$ cat src/rtl/idle_pkg.sv
package idle_pkg;
  localparam int FLD_W = 4;
  localparam int HINT_W = 2 * FLD_W;

  typedef enum logic [1:0] {
    PH_ACTIVE = 2'd0,
    PH_ENTER  = 2'd1,
    PH_IDLE   = 2'd2,
    PH_EXIT   = 2'd3
  } phase_e;
endpackage

$ cat src/rtl/idle_depth_clamp.sv
module idle_depth_clamp
  import idle_pkg::*;
#(
  parameter int N_ST = 4,
  localparam int ST_W = $clog2(N_ST)
) (
  input  logic [HINT_W-1:0]     hint_i,
  input  logic [1:0]            priv_i,
  input  logic [N_ST*FLD_W-1:0] sub_cnt_i,
  output logic [ST_W-1:0]       st_o,
  output logic [FLD_W-1:0]      sub_o
);
  logic [FLD_W-1:0] cnt_eff [N_ST];

  // state field 0 is always usable with at least one sub-state
  for (genvar g = 0; g < N_ST; g++) begin : g_cnt
    if (g == 0) begin : g_base
      assign cnt_eff[g] = (sub_cnt_i[FLD_W-1:0] == '0) ? FLD_W'(1) : sub_cnt_i[FLD_W-1:0];
    end else begin : g_rest
      assign cnt_eff[g] = sub_cnt_i[g*FLD_W +: FLD_W];
    end
  end

  int               req_st;
  int               lim;
  logic [FLD_W-1:0] max_sub;
  logic [FLD_W-1:0] hint_sub;

  assign hint_sub = hint_i[FLD_W-1:0];

  always_comb begin
    req_st  = int'(hint_i[HINT_W-1:FLD_W]);
    lim     = (req_st > N_ST - 1) ? N_ST - 1 : req_st;
    st_o    = '0;
    for (int i = 0; i < N_ST; i++) begin
      if (i <= lim && cnt_eff[i] != '0) st_o = ST_W'(i);
    end
    if (priv_i != '0) st_o = '0;
    max_sub = cnt_eff[st_o] - FLD_W'(1);
    if (priv_i != '0) begin
      sub_o = '0;
    end else if (int'(st_o) == req_st) begin
      sub_o = (hint_sub > max_sub) ? max_sub : hint_sub;
    end else begin
      sub_o = max_sub;
    end
  end

  always_comb begin
    if (priv_i == '0) begin
      AST_SUB_IN_TABLE: assert (sub_o < cnt_eff[st_o]);
    end
  end
endmodule

$ cat src/rtl/idle_break.sv
module idle_break (
  input  logic mon_wr_i,
  input  logic irq_i,
  input  logic int_en_i,
  input  logic ext_q_i,
  input  logic wake_cap_i,
  output logic brk_o
);
  logic masked_wake;

  assign masked_wake = irq_i & ~int_en_i & ext_q_i & wake_cap_i;
  assign brk_o       = mon_wr_i | (irq_i & int_en_i) | masked_wake;
endmodule

$ cat src/rtl/idle_lat_timer.sv
module idle_lat_timer #(
  parameter int N_ST     = 4,
  parameter int CNT_W    = 8,
  parameter int ENT_BASE = 2,
  parameter int ENT_STEP = 3,
  parameter int EXT_BASE = 1,
  parameter int EXT_STEP = 2,
  localparam int ST_W    = $clog2(N_ST),
  localparam int ENT_MAX = ENT_BASE + ENT_STEP * (N_ST - 1),
  localparam int EXT_MAX = EXT_BASE + EXT_STEP * (N_ST - 1),
  localparam int LAT_MAX = (ENT_MAX > EXT_MAX) ? ENT_MAX : EXT_MAX
) (
  input  logic            clk_i,
  input  logic            rst_ni,
  input  logic            load_ent_i,
  input  logic            load_ext_i,
  input  logic [ST_W-1:0] st_i,
  output logic            done_o
);
  logic [CNT_W-1:0] cnt_q;

  function automatic logic [CNT_W-1:0] lat_m1(input int base, input int step,
                                                input logic [ST_W-1:0] s);
    return CNT_W'(base - 1) + CNT_W'(step) * CNT_W'(s);
  endfunction

  always_ff @(posedge clk_i or negedge rst_ni) begin
    if (!rst_ni) begin
      cnt_q <= '0;
    end else if (load_ent_i) begin
      cnt_q <= lat_m1(ENT_BASE, ENT_STEP, st_i);
    end else if (load_ext_i) begin
      cnt_q <= lat_m1(EXT_BASE, EXT_STEP, st_i);
    end else if (cnt_q != '0) begin
      cnt_q <= cnt_q - CNT_W'(1);
    end
  end

  assign done_o = (cnt_q == '0);

  AST_CNT_BOUND: assert property (@(posedge clk_i) disable iff (!rst_ni)
    int'(cnt_q) < LAT_MAX);
  AST_CNT_DOWN: assert property (@(posedge clk_i) disable iff (!rst_ni)
    (!load_ent_i && !load_ext_i && cnt_q != '0) |=> (cnt_q == $past(cnt_q) - CNT_W'(1)));
endmodule

$ cat src/rtl/idle_seq.sv
module idle_seq
  import idle_pkg::*;
#(
  parameter int N_ST     = 4,
  parameter int TS_W     = 32,
  parameter int CNT_W    = 8,
  parameter int ENT_BASE = 2,
  parameter int ENT_STEP = 3,
  parameter int EXT_BASE = 1,
  parameter int EXT_STEP = 2,
  localparam int ST_W    = $clog2(N_ST)
) (
  input  logic                  clk_i,
  input  logic                  rst_ni,
  input  logic                  req_i,
  input  logic [7:0]            hint_i,
  input  logic                  wake_ext_i,
  input  logic [1:0]            priv_i,
  input  logic [N_ST*4-1:0]     sub_cnt_i,
  input  logic                  wake_cap_i,
  input  logic                  int_en_i,
  input  logic                  irq_i,
  input  logic                  mon_wr_i,
  input  logic [TS_W-1:0]       time_i,
  output logic [3:0]            cstate_o,
  output logic [3:0]            substate_o,
  output logic                  busy_o,
  output logic                  idle_o,
  output logic [TS_W-1:0]       entry_ts_o,
  output logic [TS_W-1:0]       wake_ts_o,
  output logic [TS_W-1:0]       resid_o,
  output logic                  resid_vld_o
);
  phase_e           phase_q;
  logic [ST_W-1:0]  st_q;
  logic [FLD_W-1:0] sub_q;
  logic [FLD_W-1:0] hst_q;
  logic [1:0]       priv_q;
  logic             ext_q;
  logic [TS_W-1:0]  entry_ts_q;
  logic [TS_W-1:0]  wake_ts_q;
  logic             resid_vld_q;

  logic [ST_W-1:0]  cl_st;
  logic [FLD_W-1:0] cl_sub;
  logic             brk;
  logic             tmr_done;
  logic             accept;
  logic             load_ext;
  logic [ST_W-1:0]  tmr_st;

  idle_depth_clamp #(.N_ST(N_ST)) u_clamp (
    .hint_i    (hint_i),
    .priv_i    (priv_i),
    .sub_cnt_i (sub_cnt_i),
    .st_o      (cl_st),
    .sub_o     (cl_sub)
  );

  idle_break u_brk (
    .mon_wr_i   (mon_wr_i),
    .irq_i      (irq_i),
    .int_en_i   (int_en_i),
    .ext_q_i    (ext_q),
    .wake_cap_i (wake_cap_i),
    .brk_o      (brk)
  );

  assign accept   = (phase_q == PH_ACTIVE) && req_i;
  assign load_ext = ((phase_q == PH_ENTER) || (phase_q == PH_IDLE)) && brk;
  assign tmr_st   = accept ? cl_st : st_q;

  idle_lat_timer #(
    .N_ST     (N_ST),
    .CNT_W    (CNT_W),
    .ENT_BASE (ENT_BASE),
    .ENT_STEP (ENT_STEP),
    .EXT_BASE (EXT_BASE),
    .EXT_STEP (EXT_STEP)
  ) u_tmr (
    .clk_i      (clk_i),
    .rst_ni     (rst_ni),
    .load_ent_i (accept),
    .load_ext_i (load_ext),
    .st_i       (tmr_st),
    .done_o     (tmr_done)
  );

  always_ff @(posedge clk_i or negedge rst_ni) begin
    if (!rst_ni) begin
      phase_q     <= PH_ACTIVE;
      st_q        <= '0;
      sub_q       <= '0;
      hst_q       <= '0;
      priv_q      <= '0;
      ext_q       <= 1'b0;
      entry_ts_q  <= '0;
      wake_ts_q   <= '0;
      resid_vld_q <= 1'b0;
    end else begin
      resid_vld_q <= 1'b0;
      unique case (phase_q)
        PH_ACTIVE: begin
          if (req_i) begin
            phase_q <= PH_ENTER;
            st_q    <= cl_st;
            sub_q   <= cl_sub;
            hst_q   <= hint_i[7:4];
            priv_q  <= priv_i;
            ext_q   <= wake_ext_i;
          end
        end
        PH_ENTER: begin
          if (brk) begin
            // abort: zero residency
            phase_q    <= PH_EXIT;
            entry_ts_q <= time_i;
            wake_ts_q  <= time_i;
          end else if (tmr_done) begin
            phase_q    <= PH_IDLE;
            entry_ts_q <= time_i;
          end
        end
        PH_IDLE: begin
          if (brk) begin
            phase_q   <= PH_EXIT;
            wake_ts_q <= time_i;
          end
        end
        PH_EXIT: begin
          if (tmr_done) begin
            phase_q     <= PH_ACTIVE;
            resid_vld_q <= 1'b1;
          end
        end
        default: phase_q <= PH_ACTIVE;
      endcase
    end
  end

  assign busy_o      = (phase_q != PH_ACTIVE);
  assign idle_o      = (phase_q == PH_IDLE);
  assign cstate_o    = busy_o ? (4'(st_q) + 4'd1) : 4'd0;
  assign substate_o  = busy_o ? sub_q : 4'd0;
  assign entry_ts_o  = entry_ts_q;
  assign wake_ts_o   = wake_ts_q;
  assign resid_o     = wake_ts_q - entry_ts_q;
  assign resid_vld_o = resid_vld_q;

  AST_DEPTH_LE_HINT: assert property (@(posedge clk_i) disable iff (!rst_ni)
    busy_o |-> (int'(st_q) <= int'(hst_q)));
  AST_PRIV_C1: assert property (@(posedge clk_i) disable iff (!rst_ni)
    (busy_o && priv_q != '0) |-> (st_q == '0 && sub_q == '0));
  AST_ENTER_ABORT: assert property (@(posedge clk_i) disable iff (!rst_ni)
    (phase_q == PH_ENTER && brk) |=> (phase_q == PH_EXIT));
  AST_IDLE_HOLD: assert property (@(posedge clk_i) disable iff (!rst_ni)
    (phase_q == PH_IDLE && !brk) |=> (phase_q == PH_IDLE));
  AST_RESID_PULSE: assert property (@(posedge clk_i) disable iff (!rst_ni)
    resid_vld_q |=> !resid_vld_q);
  AST_RESID_AFTER_EXIT: assert property (@(posedge clk_i) disable iff (!rst_ni)
    $rose(resid_vld_q) |-> ($past(phase_q) == PH_EXIT));
  AST_BUSY_IGNORE: assert property (@(posedge clk_i) disable iff (!rst_ni)
    (busy_o && req_i) |=> ($stable(st_q) && $stable(sub_q)));
endmodule

$ cat config.mk
export PLATFORM = sky130hd
export DESIGN_NAME = idle_seq
export DESIGN_NICKNAME = d
export VERILOG_FILES = /design/src/rtl/idle_pkg.sv /design/src/rtl/idle_depth_clamp.sv /design/src/rtl/idle_break.sv /design/src/rtl/idle_lat_timer.sv /design/src/rtl/idle_seq.sv
export SDC_FILE = /design/constraint.sdc
export NUM_CORES = 1
export LEC_CHECK = 0
export BUFFER_PORTS_ARGS = -buffer_cell sky130_fd_sc_hd__clkbuf_2
export CAP_MARGIN = 20
export CORE_UTILIZATION = 52
export DETAILED_ROUTE_END_ITERATION = 12
export PLACE_DENSITY = 0.81
export SKIP_LAST_GASP = 1
export SLEW_MARGIN = 15
export SYNTH_ARGS = -nofsm -noshare
export SYNTH_HDL_FRONTEND = slang
export SYNTH_SLANG_ARGS = --single-unit
$ cat constraint.sdc
create_clock -name clk_i -period 4.1 [get_ports clk_i]
set_input_delay 0.615 -clock clk_i [delete_from_list [all_inputs] [get_ports clk_i]]
set_output_delay 0.615 -clock clk_i [all_outputs]
set_load 0.01 [all_outputs]
==> out/results.ini <==
[timing]
fin_ws_ns=0.174
fin_crit_ns=3.93
finClkSkew_ns=0.0119
fmax_mhz=255
whs_ns=0.123
slew_headroom_pct=31.0
slew_viol_final=0
setup_viol=0
finalCritPeriodShare_pct=95.8
tightestPinTransition_ns=1.04
hold_viol=0

[setup_path]
ff2ff_setup_slack_ns=1.15
rr_worst_depth=7
slowest_delay_ns=0.54
arrival_ns=3.31
crit_family=compound AO/OA/AOI/OAI gates
timing.rr.end=entry_ts_o[17]
slowest_stage=or4_1
worstSetupPathType=reg -> out
required_ns=3.48
start_kind=register
crit_buf_inv=1
path_max_fanout=4
path_cells=ha_2, fa_2, nor2b_2, o31a_1, o311ai_4, a21oi_2, a21oi_2, o211a_1, o211a_1, or4_1, clkbuf_2
r2r-start=u_tmr.cnt_q[5]
end_kind=output pin
crit_cells=11

[drt]
via_count=5177
drt_wl_total_um=14300
wl_per_cell_um=15.6
drc=0
avgViaCountPerCell=5.62
dr.pass1.iters=4
drt_iter0_drc=259
ant_nets=0

[logic_synthesis]
synth_nets=716
ys_top_cells_by_area=dfrtp_1, ha_1, mux2_2
synth_edf_count=0
yosys_warnings=0
synth_area_leader_cell=dfrtp_1
synth.cell_area_um2=5550
synth.ff_latch_count=82
synth-main-ff-cell=dfrtp_1
synthTopCellsByCount=dfrtp_1, nand2_1, o21ai_0
async_flop_share_pct=100
yosysTopAreaCellShare_pct=37.0
yosysMostFrequentCell=dfrtp_1
synth_cells=605
avgSynthCellArea_um2=9.17
synth_cell_types=66
seq_area_frac_synth_pct=37.0

[final_layout]
drive_above_1_share_pct=32.5
diodes=0
area_growth_pct=23.6
final_nets=891

[place]
post-place-ws_ns=-0.137
place_congestion=0.876
dp_hpwl_um=11000
port_buffers=171

[min_path]
hold_path.class=in -> async

[floorplanning]
die_h_um=105
rows=37
die_width_um=105
die_area_um2=11100
io_pins=173
coreArea_um2=10300
start_util_pct=53.8

[run]
maxCapViolations=0

[clock_tree]
htreeDepth=3
clk_pin_slew_ns=0.09
clkSinkCount=82
ctsRootBufferMaster=clkbuf_8
cts_buffer_depth=2
cts_made_buffers=9
cts_tree=built
clk_latency_ns=0.37

[global_route]
first_global_vias=5064
grt-ovfl-total=0
grt_pass1_wl_um=23100
grt_usage_pct=25.9
grt_max_degree=83
antenna_found_initial=0

[outcome]
status=complete, no violations

## registers in the layout, summed over array words and instances, names as in the netlist
| register | cells |
|---|---|
| phase_q | 2 |
| entry_ts_o | 32 |
| resid_vld_o | 1 |
| wake_ts_o | 32 |
| ext_q | 1 |
| sub_q | 4 |
| u_tmr.cnt_q | 8 |
| st_q | 2 |
## area by class of cell
class	count	area, um2
tap	136	170
timing repair buffer	183	968
clock inverter	7	93.8
multi-input combinational	452	3260
sequential	82	2050
inverter	52	195
clock buffer	9	124
fill	845	3460
## kinds of logic after synthesis
family	count (synthesis)	share of synthesized area [%]
AO/OA/AOI/OAI	160	18.2
flip-flops	82	37.0
buffers and inverters	71	4.98
XOR/XNOR	28	4.42
AND/OR/NAND/NOR	170	15.6
multiplexers	48	9.47
adder cells (fa/ha/maj)	45	10.3
other	1	0.0676
## worst reg2reg max path: cells and delay by family (launching register included)
family / cells / cell delay [ns]
simple gates: 3 / 1.09
compound gates: 2 / 0.78
buf+inv: 2 / 0.57
flops: 1 / 0.42
## layout by cell type (no fill, tap or decap), types with 12 or more instances in the layout
cell	count
o21ai_0	56
dfrtp_1	82
inv_1	52
a21oi_1	37
xnor2_1	20
buf_4	12
mux2i_1	12
mux2_2	36
nor2_1	30
clkbuf_2	170
ha_1	43
nand2_1	60
## how the worst max path moves through the flow
stage,slack (ns),start,endpoint
6_report,0.17,entry_ts_o[0],resid_o[28]
5_1_grt,-0.03,entry_ts_o[9],resid_o[28]
4_1_cts,0.004,entry_ts_o[0],resid_o[28]
3_5_place_dp,-0.14,sub_cnt_i[9],sub_q[1]
3_3_place_gp,0.05,sub_cnt_i[9],sub_q[1]
2_1_floorplan,0.1,sub_cnt_i[9],sub_q[0]
## metal layers
layer / vias to the layer above / track usage, % / wire (um)
li1: 2506 / - / -
met1: 2472 / 31.1 / 6070
met2: 168 / 45.2 / 7170
met3: 31 / 4.14 / 725
met4: 0 / 12.6 / 372
met5: - / 0 / 0
## stage by stage
step	cell area [um2]	setup TNS [ns]	utilization, %	std cells
6_report	6860	0	66.4	921
3_5_place_dp	6580	-0.512	63.7	902
5_1_grt	6860	-0.0266	66.4	921
3_3_place_gp	6580	0	63.7	902
4_1_cts	6800	0	65.9	919
2_1_floorplan	5550	0	-	605
## repair_timing
action	in CTS	in global routing
hold buffers	0	0
setup endpoints to repair	1	2
setup buffers	1	1
gates resized for setup	0	5
pin swaps	1	4
Power is left out: the tool's default activity adds up to more than one toggle a clock period on the data nets, which glitch-free logic cannot reach.
